--- src/rtl/uwm_pkg.sv ---
package uwm_pkg;

  typedef enum logic [1:0] {
    OP_LD_LEFT  = 2'b00,
    OP_LD_RIGHT = 2'b01,
    OP_ST_LEFT  = 2'b10,
    OP_ST_RIGHT = 2'b11
  } uwm_op_t;

  typedef enum logic [2:0] {
    ST_IDLE  = 3'd0,
    ST_READ  = 3'd1,
    ST_MERGE = 3'd2,
    ST_WRITE = 3'd3,
    ST_DONE  = 3'd4
  } uwm_state_t;

  function automatic logic op_is_store(input logic [1:0] op);
    return op[1];
  endfunction

  function automatic logic op_is_right(input logic [1:0] op);
    return op[0];
  endfunction

endpackage

--- src/rtl/uwm_merge.sv ---
module uwm_merge #(
  parameter int DW = 32
) (
  input  logic [1:0]                 op,
  input  logic [$clog2(DW/8)-1:0]    off,
  input  logic [DW-1:0]              regv,
  input  logic [DW-1:0]              memv,
  output logic [DW-1:0]              load_word,
  output logic [DW-1:0]              store_word
);
  import uwm_pkg::*;

  localparam int NB = DW / 8;
  localparam int SW = $clog2(DW) + 1;

  logic [SW-1:0] sh_lo;
  logic [SW-1:0] sh_lo1;
  logic [SW-1:0] sh_hi;
  logic [DW-1:0] ones;

  // shift amounts in bits: offset lanes, offset+1 lanes, and the complement
  always_comb begin
    ones   = '1;
    sh_lo  = SW'(off) << 3;
    sh_lo1 = sh_lo + SW'(8);
    sh_hi  = SW'((NB - 1) - int'(off)) << 3;
  end

  // loads: memory bytes enter the register from one end
  always_comb begin
    if (op_is_right(op))
      load_word = (regv & ~(ones >> sh_lo)) | (memv >> sh_lo);
    else
      load_word = (regv & (ones >> sh_lo1)) | (memv << sh_hi);
  end

  // stores: register bytes enter the memory word from one end
  always_comb begin
    if (op_is_right(op))
      store_word = (regv << sh_lo) | (memv & ~(ones << sh_lo));
    else
      store_word = (regv >> sh_hi) | (memv & (ones << sh_lo1));
  end

endmodule

--- src/rtl/uwm_ctrl.sv ---
module uwm_ctrl (
  input  logic                  clk,
  input  logic                  rst,
  input  logic                  start,
  input  logic                  is_store,
  input  logic                  mem_ack,
  output uwm_pkg::uwm_state_t   state,
  output logic                  accept,
  output logic                  rd_done
);
  import uwm_pkg::*;

  uwm_state_t nxt;

  assign accept  = (state == ST_IDLE) && start;
  assign rd_done = (state == ST_READ) && mem_ack;

  always_comb begin
    nxt = state;
    unique case (state)
      ST_IDLE:  if (start) nxt = ST_READ;
      ST_READ:  if (mem_ack) nxt = is_store ? ST_MERGE : ST_DONE;
      ST_MERGE: nxt = ST_WRITE;
      ST_WRITE: if (mem_ack) nxt = ST_DONE;
      ST_DONE:  nxt = ST_IDLE;
      default:  nxt = ST_IDLE;
    endcase
  end

  always_ff @(posedge clk) begin
    if (rst) state <= ST_IDLE;
    else     state <= nxt;
  end

  AST_DONE_ONE_CYCLE: assert property (@(posedge clk) disable iff (rst)
    (state == ST_DONE) |=> (state == ST_IDLE));

  AST_WRITE_AFTER_MERGE: assert property (@(posedge clk) disable iff (rst)
    (state == ST_WRITE) |-> ($past(state) == ST_MERGE || $past(state) == ST_WRITE));

endmodule

--- src/rtl/uwm_unit.sv ---
module uwm_unit #(
  parameter int AW = 32,
  parameter int DW = 32
) (
  input  logic          clk,
  input  logic          rst,
  input  logic          start_i,
  input  logic [1:0]    op_i,
  input  logic [AW-1:0] addr_i,
  input  logic [DW-1:0] reg_i,
  input  logic          dst_zero_i,
  output logic          busy_o,
  output logic          done_o,
  output logic [DW-1:0] result_o,
  output logic          result_we_o,
  output logic          mem_req_o,
  output logic          mem_we_o,
  output logic [AW-1:0] mem_addr_o,
  output logic [DW-1:0] mem_wdata_o,
  input  logic          mem_ack_i,
  input  logic [DW-1:0] mem_rdata_i
);
  import uwm_pkg::*;

  localparam int NB = DW / 8;
  localparam int OW = $clog2(NB);

  uwm_state_t    st;
  logic          accept;
  logic          rd_done;

  logic [1:0]    op_q;
  logic [OW-1:0] off_q;
  logic [AW-1:0] addr_q;
  logic [DW-1:0] reg_q;
  logic          dst0_q;
  logic [DW-1:0] mem_q;
  logic [DW-1:0] result_q;
  logic          res_we_q;
  logic [DW-1:0] wdata_q;

  logic [DW-1:0] merge_mem;
  logic [DW-1:0] load_word;
  logic [DW-1:0] store_word;

  uwm_ctrl u_ctrl (
    .clk      (clk),
    .rst      (rst),
    .start    (start_i),
    .is_store (op_is_store(op_q)),
    .mem_ack  (mem_ack_i),
    .state    (st),
    .accept   (accept),
    .rd_done  (rd_done)
  );

  // read data feeds the merge directly in the acknowledge cycle
  assign merge_mem = rd_done ? mem_rdata_i : mem_q;

  uwm_merge #(.DW(DW)) u_merge (
    .op         (op_q),
    .off        (off_q),
    .regv       (reg_q),
    .memv       (merge_mem),
    .load_word  (load_word),
    .store_word (store_word)
  );

  always_ff @(posedge clk) begin
    if (rst) begin
      op_q     <= '0;
      off_q    <= '0;
      addr_q   <= '0;
      reg_q    <= '0;
      dst0_q   <= 1'b0;
      mem_q    <= '0;
      result_q <= '0;
      res_we_q <= 1'b0;
      wdata_q  <= '0;
    end else begin
      res_we_q <= 1'b0;
      if (accept) begin
        op_q   <= op_i;
        off_q  <= addr_i[OW-1:0];
        addr_q <= {addr_i[AW-1:OW], {OW{1'b0}}};
        reg_q  <= reg_i;
        dst0_q <= dst_zero_i;
      end
      if (rd_done) begin
        mem_q <= mem_rdata_i;
        if (!op_is_store(op_q)) begin
          result_q <= load_word;
          res_we_q <= !dst0_q;
        end
      end
      if (st == ST_MERGE) wdata_q <= store_word;
    end
  end

  assign busy_o      = (st != ST_IDLE);
  assign done_o      = (st == ST_DONE);
  assign mem_req_o   = (st == ST_READ) || (st == ST_WRITE);
  assign mem_we_o    = (st == ST_WRITE);
  assign mem_addr_o  = addr_q;
  assign mem_wdata_o = wdata_q;
  assign result_o    = result_q;
  assign result_we_o = res_we_q;

  AST_ADDR_ALIGNED: assert property (@(posedge clk) disable iff (rst)
    mem_req_o |-> (mem_addr_o[OW-1:0] == '0));

  AST_REQ_HELD: assert property (@(posedge clk) disable iff (rst)
    (mem_req_o && !mem_ack_i) |=> (mem_req_o && $stable(mem_addr_o) && $stable(mem_we_o)));

  AST_WRITE_ONLY_STORE: assert property (@(posedge clk) disable iff (rst)
    mem_we_o |-> op_q[1]);

  AST_ZERO_DEST_QUIET: assert property (@(posedge clk) disable iff (rst)
    (done_o && dst0_q) |-> !result_we_o);

  AST_IDLE_NO_REQ: assert property (@(posedge clk) disable iff (rst)
    !busy_o |-> !mem_req_o);

  AST_WE_WITH_DONE: assert property (@(posedge clk) disable iff (rst)
    result_we_o |-> (done_o && !op_q[1]));

endmodule

--- config.mk ---
export PLATFORM = sky130hd
export DESIGN_NAME = uwm_unit
export DESIGN_NICKNAME = d
export VERILOG_FILES = /design/src/rtl/uwm_pkg.sv /design/src/rtl/uwm_merge.sv /design/src/rtl/uwm_ctrl.sv /design/src/rtl/uwm_unit.sv
export SDC_FILE = /design/constraint.sdc
export NUM_CORES = 1
export LEC_CHECK = 0
export BUFFER_PORTS_ARGS = -buffer_cell sky130_fd_sc_hd__clkbuf_2
export CAP_MARGIN = 25
export CELL_PAD_IN_SITES_DETAIL_PLACEMENT = 1
export CELL_PAD_IN_SITES_GLOBAL_PLACEMENT = 2
export CORE_MARGIN = 4
export CORE_UTILIZATION = 32
export CTS_CLUSTER_DIAMETER = 80
export DETAILED_ROUTE_END_ITERATION = 16
export PLACE_DENSITY_LB_ADDON = 0.1
export SLEW_MARGIN = 0
export SYNTH_ARGS = -nofsm -noshare
export SYNTH_HDL_FRONTEND = slang
export SYNTH_HIERARCHICAL = 1
export SYNTH_SLANG_ARGS = --single-unit
export TNS_END_PERCENT = 50
--- constraint.sdc ---
create_clock -name clk -period 2.6 [get_ports clk]
set_input_delay 0.52 -clock clk [delete_from_list [all_inputs] [get_ports clk]]
set_output_delay 0.52 -clock clk [all_outputs]
set_load 0.005 [all_outputs]
==> impl_results.md, run 1 <==
- Leakage: around 4.4 nW
- Root Driver: clkbuf_16
- Worst Max-Slew Pin Slew: between 600 and 700 ps
- Post-synthesis sequential element count: approximately 170
- Crit Reg-Reg Endpoint: result_o[20]
- Final WL: roughly 32,000 µm
- Reg power frac: between 40% and 50%
- Core area: roughly 26,000 µm²
- Clock Tree Buf Depth: 2
- Io pins: ~200
- Rows: slightly below 60
- Clock Sinks: ~170
- Routed Antenna Nets: 0
- Drt drc: 0
- # diodes: 0
- Number of global-route vias before repair: about 7,600
- RR Startpoint: u_ctrl/state[0]
- Power per cell area: between 600 and 700 nW/µm²
- Setup-failing EPs final: 0
- Routed vias/inst: 5.18
- Routed len/inst: between 20 and 25 µm
- Commonest non-fill, non-tap cells in the layout: clkbuf_2 (200), nand2_1 (169), dfxtp_1 (164)
- Initial antenna violation count: 0
- Maximum VDD drop: about 0.37 mV
- Port bufs: 201
- Mean Syn Cell Area: 8.91 µm²
- Combinational Power Share: 19.3%
- Top cell type by total area after synthesis: dfxtp_1
- CTS H-Tree Depth: 4
- Hold EP: mem_addr_o[13]
- Worst-skew pair later-pin latency: roughly 430 ps
- Top cells by area, synth: dfxtp_1 (39%), mux2i_1 (17%), nand2_1 (7.5%)
- Final max-slew violation count: 0
- Max-slew headroom: between 50% and 60%
- Layout cell share with drive strength beyond 1: between 20% and 30%
- Final Critical Period: roughly 2200 ps
- Hold/Removal Path Class: in -> reg
- GRT Total Usage: between 20% and 30%
- Die Ht: around 170 µm
- Resize count post-CTS: 0
- Largest net degree at the start of global routing: 70
- Critical path class: reg -> reg
- GRT overflow: 0
- Clock Skews: 13.0 ps
- Crit path capture type: flip-flop
- WHS Path Cells: 3
- F_max: about 0.45 GHz
- Most common cell after layout, fill and taps aside: clkbuf_2
- Die ar.: a little under 30,000 µm²
- Final Net Count: approximately 1,200
- Crit Path Max Fanout: 19
- Initial core utilization: about a third
- Hold Crit Start: addr_i[13]
- Clk pwr share: between 30% and 40%
- RSZ-0062 raised after global routing: no
- Yosys warning count: 6
- Post CTS Setup Buffer Count: 0
- Die Width: roughly 170 µm
- CTS clk-pin slew, worst paths: 80 ps
- Hpwl dp: roughly 23,000 µm
- Num CTS Buffers: 17
- WP data required: 2910 ps
- Pre-antenna DRT Iters: 5
- FF-to-FF path depth: 10
- Switching Share: slightly above 30%
- Final Hold Viols: 0
- Distinct cells, synth: between 40 and 50
- Hold_buf cts: 0
- Synthesized area: ~8500 µm²
- Final worst-path cycle share: between 80% and 90%
- Gp weighted congestion: between 0.8 and 0.9
- Power Total: 6.56 mW
- Internal reg-to-reg setup slack: approximately 380 ps
- Wire length of the first global-routing pass: between 40,000 and 50,000 µm
- Startpoint types: flip-flop
- Via count: around 7,700
- Maxcap violations: 0
- Area growth syn-to-layout: 24.1%
- Net switching power: roughly 2.0 mW
- Share of the synthesized area in the top cell type: 39.3%
- Status: finished, final reports clean
- 1st-iter DRT viols: ~610
- Internal: around 4.5 mW
- Sequential share of the synthesized area: between 30 and 40%
- TritonCTS clock tree: yes
- Setup TNS: 0 ps
- Syn Inst Count: approximately 950
- Data arrival, critical path: ~2500 ps
-- power groups by stage --
stage	Sequential, mW	Clock [mW]	Combinational (mW)
6_report	2.79	2.49	1.27
5_1_grt	2.81	2.68	1.37
4_1_cts	2.80	2.57	1.27
3_5_place_dp	2.85	0	1.26
3_3_place_gp	2.85	0	1.26
2_1_floorplan	2.80	0	0.801
-- critical path, cell delays in order, from the launching register on --
cell and delay (ps):
dfxtp_1 350, nand2_2 60, nor3_2 180, buf_12 220, buf_4 160, mux2_2 380, mux2i_1 310, o22ai_1 150
a21o_1 170, nand2_1 50, a21oi_1 60
-- logic make-up after synthesis --
group,after synthesis,synth area share (%)
mux,187,23.7
compound gates,188,14.6
other cells,1,0.0441
buf+inv,89,6.06
flops,167,39.3
simple gates,322,16.3
-- cell usage after synthesis, drive strengths merged --
library cell,instances
nor2b,36
or3b,1
nand2b,3
o21a,1
inv,1
nand2,170
a211o,16
or2,1
or3,1
nor3,2
a21o,16
a21oi,64
clkbuf,23
a211oi,8
o21ai,24
nor2,94
a221oi,8
nor4b,1
mux2,32
nor3b,2
a31oi,8
and2,2
mux4,8
o221ai,16
and4b,1
o311a,1
and3,8
conb,1
o22ai,16
a2111oi,1
a21boi,1
dfxtp,167
mux2i,147
buf,65
a222oi,8
-- layout make-up --
| class | instances | area [µm²] |
|---|---|---|
| clock buffer | 18 | 429 |
| inverter | 1 | 3.75 |
| tap | 335 | 419 |
| multi-input combinational | 699 | 4670 |
| fill | 3148 | 15600 |
| clock inverter | 14 | 136 |
| timing repair buffer | 256 | 1550 |
| sequential | 167 | 3350 |
-- worst max-delay path by stage --
stage / startpoint / end / cells past startpoint / slack, ps
after floorplan: mem_ack_i / result_o[31] / 10 / 360
after global placement: mem_ack_i / result_o[24] / 11 / 110
after detailed placement: mem_ack_i / result_o[29] / 11 / 100
after CTS: u_ctrl/state[0] / result_o[29] / 10 / 380
after global routing: u_ctrl/state[0] / result_o[30] / 10 / 260
final: u_ctrl/state[0] / result_o[20] / 10 / 380
-- metrics by stage --
step / utilization [%] / hold WS [ps] / std cells / setup slack, ps / cell area, µm²
after floorplan: - / 401 / 955 / 359 / 8510
after global placement: 38.2 / 417 / 1458 / 108 / 9990
after detailed placement: 38.2 / 425 / 1458 / 95.6 / 9990
after CTS: 40.4 / 303 / 1490 / 382 / 10600
after global routing: 40.4 / 313 / 1490 / 258 / 10600
final: 40.4 / 317 / 1490 / 384 / 10600
-- sequential cells by signal (all words and copies together), names as in the netlist --
name and flops:
dst0_q 1, mem_addr_o 30, mem_q 32, u_ctrl/state 3, off_q 2, result_o 32
reg_q 32, mem_wdata_o 32, op_q 2, result_we_o 1
-- routing by layer --
metal	global-route usage (%)	wire, µm	vias to the layer above
met3	4.02	1850	14
met1	30.3	15200	3742
met2	33.1	14200	247
met5	0	0	-
li1	-	-	3721
met4	3.93	276	0
No activity file was read; power rests on OpenSTA's default activity.
==> run 2: changes to the inputs <==
Settings changed: CORE_MARGIN 4 to default, PLACE_DENSITY_LB_ADDON 0.1 to 0.25.
==> run 2 against run 1 <==
  * Via count is 1.1% higher
  * Clock-buffer cell count fell by 1
  * Worst hold slack got worse by 9.7 ps
  * Fmax down 2.0%
  * Combinational power down 4%
  * Sequential share of layout area grew 0.18 points
  * Sequential power hardly changed
  * Cell count is 0.94% lower
  * Register-to-register slack lost 40 ps
  * Setup slack worse by 45 ps
  * Critical endpoint is now result_o[18]
==> impl_results.md, run 2 (synthesized netlist as in run 1, its figures left out) <==
- Routed Antenna Nets: 0 (unchanged)
- Final Net Count: 1,231 (-1.1%)
- Power per cell area: 632 nW/µm² (+1.7%)
- Worst path slowest cell: mux2_2
- Final worst-path cycle share: 86.9% (+1.7 points)
- Commonest non-fill, non-tap cells in the layout: clkbuf_2 (200), nand2_1 (169), dfxtp_1 (164)
- CTS H-Tree Depth: 4 (unchanged)
- Critical path class: reg -> reg
- Crit path capture type: flip-flop
- Die Width: 165 µm (-3.5%)
- Worst-skew pair later-pin latency: 440 ps (about the same)
- 1st-iter DRT viols: 504 (-17%)
- Initial antenna violation count: 0 (unchanged)
- Via count: 7,807 (+1.1%)
- Bufs and invs on worst path: 1 (-1)
- Startpoint types: flip-flop
- Resize count post-CTS: 0 (unchanged)
- Core area: 26,100 µm² (-0.28%)
- Post CTS Setup Buffer Count: 0 (unchanged)
- Internal: 4.51 mW (about the same)
- Most common cell after layout, fill and taps aside: clkbuf_2
- Post-Layout Cell Count: 1,476 (-0.94%)
- Setup TNS: 0 ps (unchanged)
- Combinational Power Share: 18.4% (-0.9 points)
- Largest stage delay on the critical path: 430 ps (+50 ps)
- Number of global-route vias before repair: 7,756 (+2.6%)
- Routed len/inst: 21.2 µm (+0.42%)
- Clock Tree Buf Depth: 2 (unchanged)
- Final max-slew violation count: 0 (unchanged)
- F_max: 0.442 GHz (-2.0%)
- Die ar.: 27,200 µm² (-6.9%)
- Routed vias/inst: 5.29 (+2.0%)
- Hold_buf cts: 0 (unchanged)
- Hold/Removal Path Class: in -> reg
- Clock Sinks: 167 (unchanged)
- Initial core utilization: 32.6% (+0.092 points)
- WP data required: 2910 ps (about the same)
- Pre-antenna DRT Iters: 6 (+1)
- Die Ht: 165 µm (-3.5%)
- Final Hold Viols: 0 (unchanged)
- # diodes: 0 (unchanged)
- Final Critical Period: 2260 ps (+44.6 ps)
- Port bufs: 201 (unchanged)
- Clock Skews: 10.1 ps (-2.83 ps)
- GRT Total Usage: 23.8% (+2.7 points)
- RSZ-0062 raised after global routing: no
- Crit Path Max Fanout: 34 (+15)
- Crit path max-delay family: multiplexers
- Worst Max-Slew Pin Slew: 688 ps (+48.2 ps)
- Status: finished, final reports clean
- Largest net degree at the start of global routing: 64 (-8.6%)
- Setup-failing EPs final: 0 (unchanged)
- Max-slew headroom: 53.9% (-3.2 points)
- FILL cells: 3,100 (-1.5%)
- Clk pwr share: 39.2% (+1.2 points)
- Switching Share: 31.9% (+0.73 points)
- Area growth syn-to-layout: 23.4%
- Leakage: 4.40 nW (-0.66%)
- Data arrival, critical path: 2570 ps (+40 ps)
- Drt drc: 0 (unchanged)
- Io pins: 204 (unchanged)
- Rows: 59 (unchanged)
- TritonCTS clock tree: yes
- Gp weighted congestion: 0.867 (+3.4%)
- GRT overflow: 0 (unchanged)
- Maximum VDD drop: 0.415 mV (+13%)
- Num CTS Buffers: 17 (unchanged)
- Final WL: 31,300 µm (-0.52%)
- Maxcap violations: 0 (unchanged)
- Net switching power: 2.12 mW (+3.5%)
- Hpwl dp: 23,200 µm (-0.85%)
- Reg power frac: 42.3% (-0.3 points)
- Crit path cell chain: nand2_2 -> nor3_2 -> buf_12 -> mux2_2 -> mux2i_1 -> o22ai_1 -> a21o_1 -> nand2_1 -> a21oi_1
- Root Driver: clkbuf_16
- Wire length of the first global-routing pass: 48,000 µm (+2.3%)
- Cells after DPL: 1,444 (-0.96%)
- Layout cell share with drive strength beyond 1: 28.5% (-0.78 points)
- CTS clk-pin slew, worst paths: 80 ps (about the same)
[run 2: worst register-to-register path: stages, from the launching register on]
cell and delay, ps:
dfxtp_1 350, nand2_2 80, nor3_2 190, buf_12 260, mux2_2 470, mux2i_1 350, o22ai_1 150, a21o_1 170
nand2_1 60, a21oi_1 60
[run 2: final timing paths]
| check | cells after the start | to | start | slack, ps |
|---|---|---|---|---|
| setup / recovery | 9 | result_o[18] | u_ctrl/state[0] | 340 |
| hold / removal | 3 | mem_addr_o[24] | addr_i[24] | 310 |
| setup reg to reg | 9 | result_o[18] | u_ctrl/state[0] | 340 |
| hold reg to reg | 1 | result_we_o | dst0_q | 440 |
[run 2: layer usage]
| layer | wire (µm) | global-route usage (%) | share of wire (%) | vias to the layer above |
|---|---|---|---|---|
| li1 | - | - | - | 3698 |
| met1 | 14400 | 32.4 | 46 | 3795 |
| met2 | 14300 | 36.9 | 46 | 270 |
| met3 | 1570 | 4.04 | 5.0 | 44 |
| met4 | 1090 | 9.34 | 3.5 | 0 |
| met5 | 0 | 0 | 0 | - |
[run 2: area by class of cell]
cell class	count	area, µm²	share of cell area, %
inverters	1	3.75	0.0358
multi-input cells	699	4670	44.5
well taps	335	419	3.99
repair buffers	242	1450	13.9
clock buffers	17	425	4.05
clock inverters	15	174	1.66
flip-flops and latches	167	3350	31.9
[run 2: power by group through the flow]
stage	Sequential (mW)	Combinational (mW)	Clock [mW]
final	2.80	1.22	2.60
after global routing	2.82	1.33	2.78
after CTS	2.81	1.22	2.67
after detailed placement	2.86	1.22	0
after global placement	2.86	1.21	0
after floorplan	2.80	0.801	0
[run 2: metrics by stage]
stage	hold slack, ps	power [mW]	instance area (µm²)	setup slack (ps)	utilization, %
after CTS	294	6.70	10500	344	40.3
after detailed placement	444	4.08	9890	76.1	38.0
after global routing	301	6.93	10500	219	40.3
after floorplan	401	3.60	8510	359	-
after global placement	437	4.07	9890	115	38.0
final	308	6.63	10500	339	40.3
==> run 3: changes to the inputs <==
Settings changed: CELL_PAD_IN_SITES_DETAIL_PLACEMENT 1 to 0, CORE_ASPECT_RATIO from default to 1.5.
==> run 3 against run 2 <==
  * Sequential share of layout area barely moved
  * Sequential power barely moved
  * Combinational power barely moved
  * Clock skew grew 2.6 ps
  * Via count down 2.5%
  * Critical path depth unchanged
  * Worst hold slack improved by 10 ps
  * Critical endpoint is now result_o[31]
  * Largest power group unchanged
==> impl_results.md, run 3 (synthesized netlist as in run 1, its figures left out) <==
- Commonest non-fill, non-tap cells in the layout: clkbuf_2 (200), nand2_1 (169), dfxtp_1 (164)
- Hold/Removal Path Class: in -> reg
- RR Startpoint: u_ctrl/state[0]
- Clock Sinks: 167 (unchanged)
- Gp weighted congestion: 0.898 (+3.5%)
- CTS H-Tree Depth: 4 (unchanged)
- Crit path max-delay family: multiplexers
- Net switching power: 1.93 mW (-8.6%)
- Root Driver: clkbuf_16
- Power per cell area: 643 nW/µm² (+1.8%)
- TritonCTS clock tree: yes
- Routed vias/inst: 5.17 (-2.2%)
- Hold Crit Start: addr_i[5]
- Final worst-path cycle share: 85.1% (-1.8 points)
- Internal: 4.82 mW (+6.9%)
- Final WL: 30,000 µm (-4.3%)
- Worst path slowest cell: mux4_2
- Largest net degree at the start of global routing: 55 (-14%)
- Most common cell after layout, fill and taps aside: clkbuf_2
- Num CTS Buffers: 17 (unchanged)
- Io pins: 204 (unchanged)
- RSZ-0062 raised after global routing: no
- Start point of the critical path: u_ctrl/state[0]
- Rows: 72 (+22%)
- Clock Skews: 12.8 ps (+2.64 ps)
- Die ar.: 27,200 µm² (about the same)
- Combinational Power Share: 17.8% (-0.6 points)
- Leakage: 4.39 nW (-0.19%)
- WP data required: 2910 ps (about the same)
- Die Width: 135 µm (-18%)
- Clk pwr share: 40.7% (+1.5 points)
- Bufs and invs on worst path: 1 (unchanged)
- Port bufs: 201 (unchanged)
- Data arrival, critical path: 2530 ps (-40 ps)
- Final Net Count: 1,229 (-0.16%)
- Drt drc: 0 (unchanged)
- Resize count post-CTS: 0 (unchanged)
- Critical path class: reg -> reg
- Setup-failing EPs final: 0 (unchanged)
- Layout cell share with drive strength beyond 1: 28.3% (-0.21 points)
- F_max: 0.452 GHz (+2.2%)
- Reg power frac: 41.5% (-0.8 points)
- Area growth syn-to-layout: 23.6%
- Routed Antenna Nets: 0 (unchanged)
- Fin area: 10,500 µm² (+0.13%)
- Final Hold Viols: 0 (unchanged)
- Worst Max-Slew Pin Slew: 955 ps (+267 ps)
- Number of global-route vias before repair: 7,364 (-5.1%)
- Routed len/inst: 20.4 µm (-4.0%)
- Status: finished, final reports clean
- Setup TNS: 0 ps (unchanged)
- Switching Share: 28.6% (-3.3 points)
- Worst-skew pair later-pin latency: 440 ps (about the same)
- Final max-slew violation count: 0 (unchanged)
- Crit path capture type: flip-flop
- Placed cell area: 9880 µm² (-0.18%)
- Wire length of the first global-routing pass: 45,300 µm (-5.6%)
- FILL cells: 2,691 (-13%)
- Reg area: 3350 µm² (unchanged)
- Maximum VDD drop: 0.454 mV (+9.4%)
- Area of the multi-input gates: 4670 µm² (unchanged)
- Core area: 25,900 µm² (-0.44%)
- Final Critical Period: 2210 ps (-47.8 ps)
- CTS clk-pin slew, worst paths: 70 ps (about the same)
- Post CTS Setup Buffer Count: 0 (unchanged)
- 1st-iter DRT viols: 584 (+16%)
- Hpwl dp: 22,100 µm (-4.9%)
- Crit path cell chain: nand2_2 -> nor3_2 -> buf_12 -> mux2_2 -> mux4_2 -> nor2_1 -> a31oi_1 -> nand2_1 -> a21oi_1
- Clock Tree Buf Depth: 2 (unchanged)
- Via count: 7,615 (-2.5%)
- Initial antenna violation count: 1 (+1)
- # diodes: 0 (unchanged)
- Hold_buf cts: 0 (unchanged)
- Die Ht: 202 µm (+22%)
- GRT Total Usage: 22.3% (-1.5 points)
- Maxcap violations: 0 (unchanged)
- Max-slew headroom: 36.2% (-18 points)
- Crit Path Max Fanout: 34 (unchanged)
- Startpoint types: flip-flop
- Largest stage delay on the critical path: 500 ps (+70 ps)
- Initial core utilization: 32.8% (+0.14 points)
- Pre-antenna DRT Iters: 5 (-1)
- GRT overflow: 0 (unchanged)
-- run 3: cell count changes in the layout (fill, tap and decap cells not counted), sizes merged --
cell | before | now
clkinvlp | 0 | 2
inv | 9 | 6
clkbuf | 217 | 220
clkinv | 7 | 2
buf | 42 | 40
bufinv | 0 | 3
-- run 3: worst paths after layout --
| kind | endpoint | slack, ps | cells past startpoint |
|---|---|---|---|
| max | result_o[31] | 390 | 9 |
| min | mem_addr_o[5] | 320 | 3 |
| max reg2reg | result_o[31] | 390 | 9 |
| min reg2reg | result_we_o | 430 | 1 |
-- run 3: worst register-to-register path, cell delays in order, from the launching register on --
cell and delay (ps):
dfxtp_1 340, nand2_2 80, nor3_2 190, buf_12 260, mux2_2 430, mux4_2 500, nor2_1 110, a31oi_1 50
nand2_1 70, a21oi_1 60
-- run 3: layer usage --
layer	wire (µm)	track usage [%]
met1	12400	26.4
met2	14800	38.1
met3	1790	5.01
met4	996	9.47
met5	0	0
-- run 3: final cells by class --
class	count	area share (%)
multi-input combinational	699	44.4
sequential	167	31.9
timing repair buffer	240	13.7
clock buffer	20	4.45
tap	333	3.97
clock inverter	12	1.55
inverter	1	0.0357
-- run 3: power by group through the flow --
stage	clock network (mW)	registers, mW	logic (mW)
finish	2.75	2.80	1.21
global route	2.92	2.82	1.30
CTS	2.83	2.81	1.20
detailed placement	0	2.86	1.20
global placement	0	2.86	1.20
floorplan	0	2.80	0.801
-- run 3: through the flow --
stage | total power [mW] | hold WS, ps | setup slack [ps] | instances | util [%]
6_report | 6.76 | 318 | 387 | 1472 | 40.5
5_1_grt | 7.03 | 307 | 287 | 1472 | 40.5
4_1_cts | 6.84 | 291 | 386 | 1472 | 40.5
3_5_place_dp | 4.06 | 426 | 108 | 1440 | 38.1
3_3_place_gp | 4.06 | 416 | 151 | 1440 | 38.1
2_1_floorplan | 3.60 | 401 | 359 | 955 | -
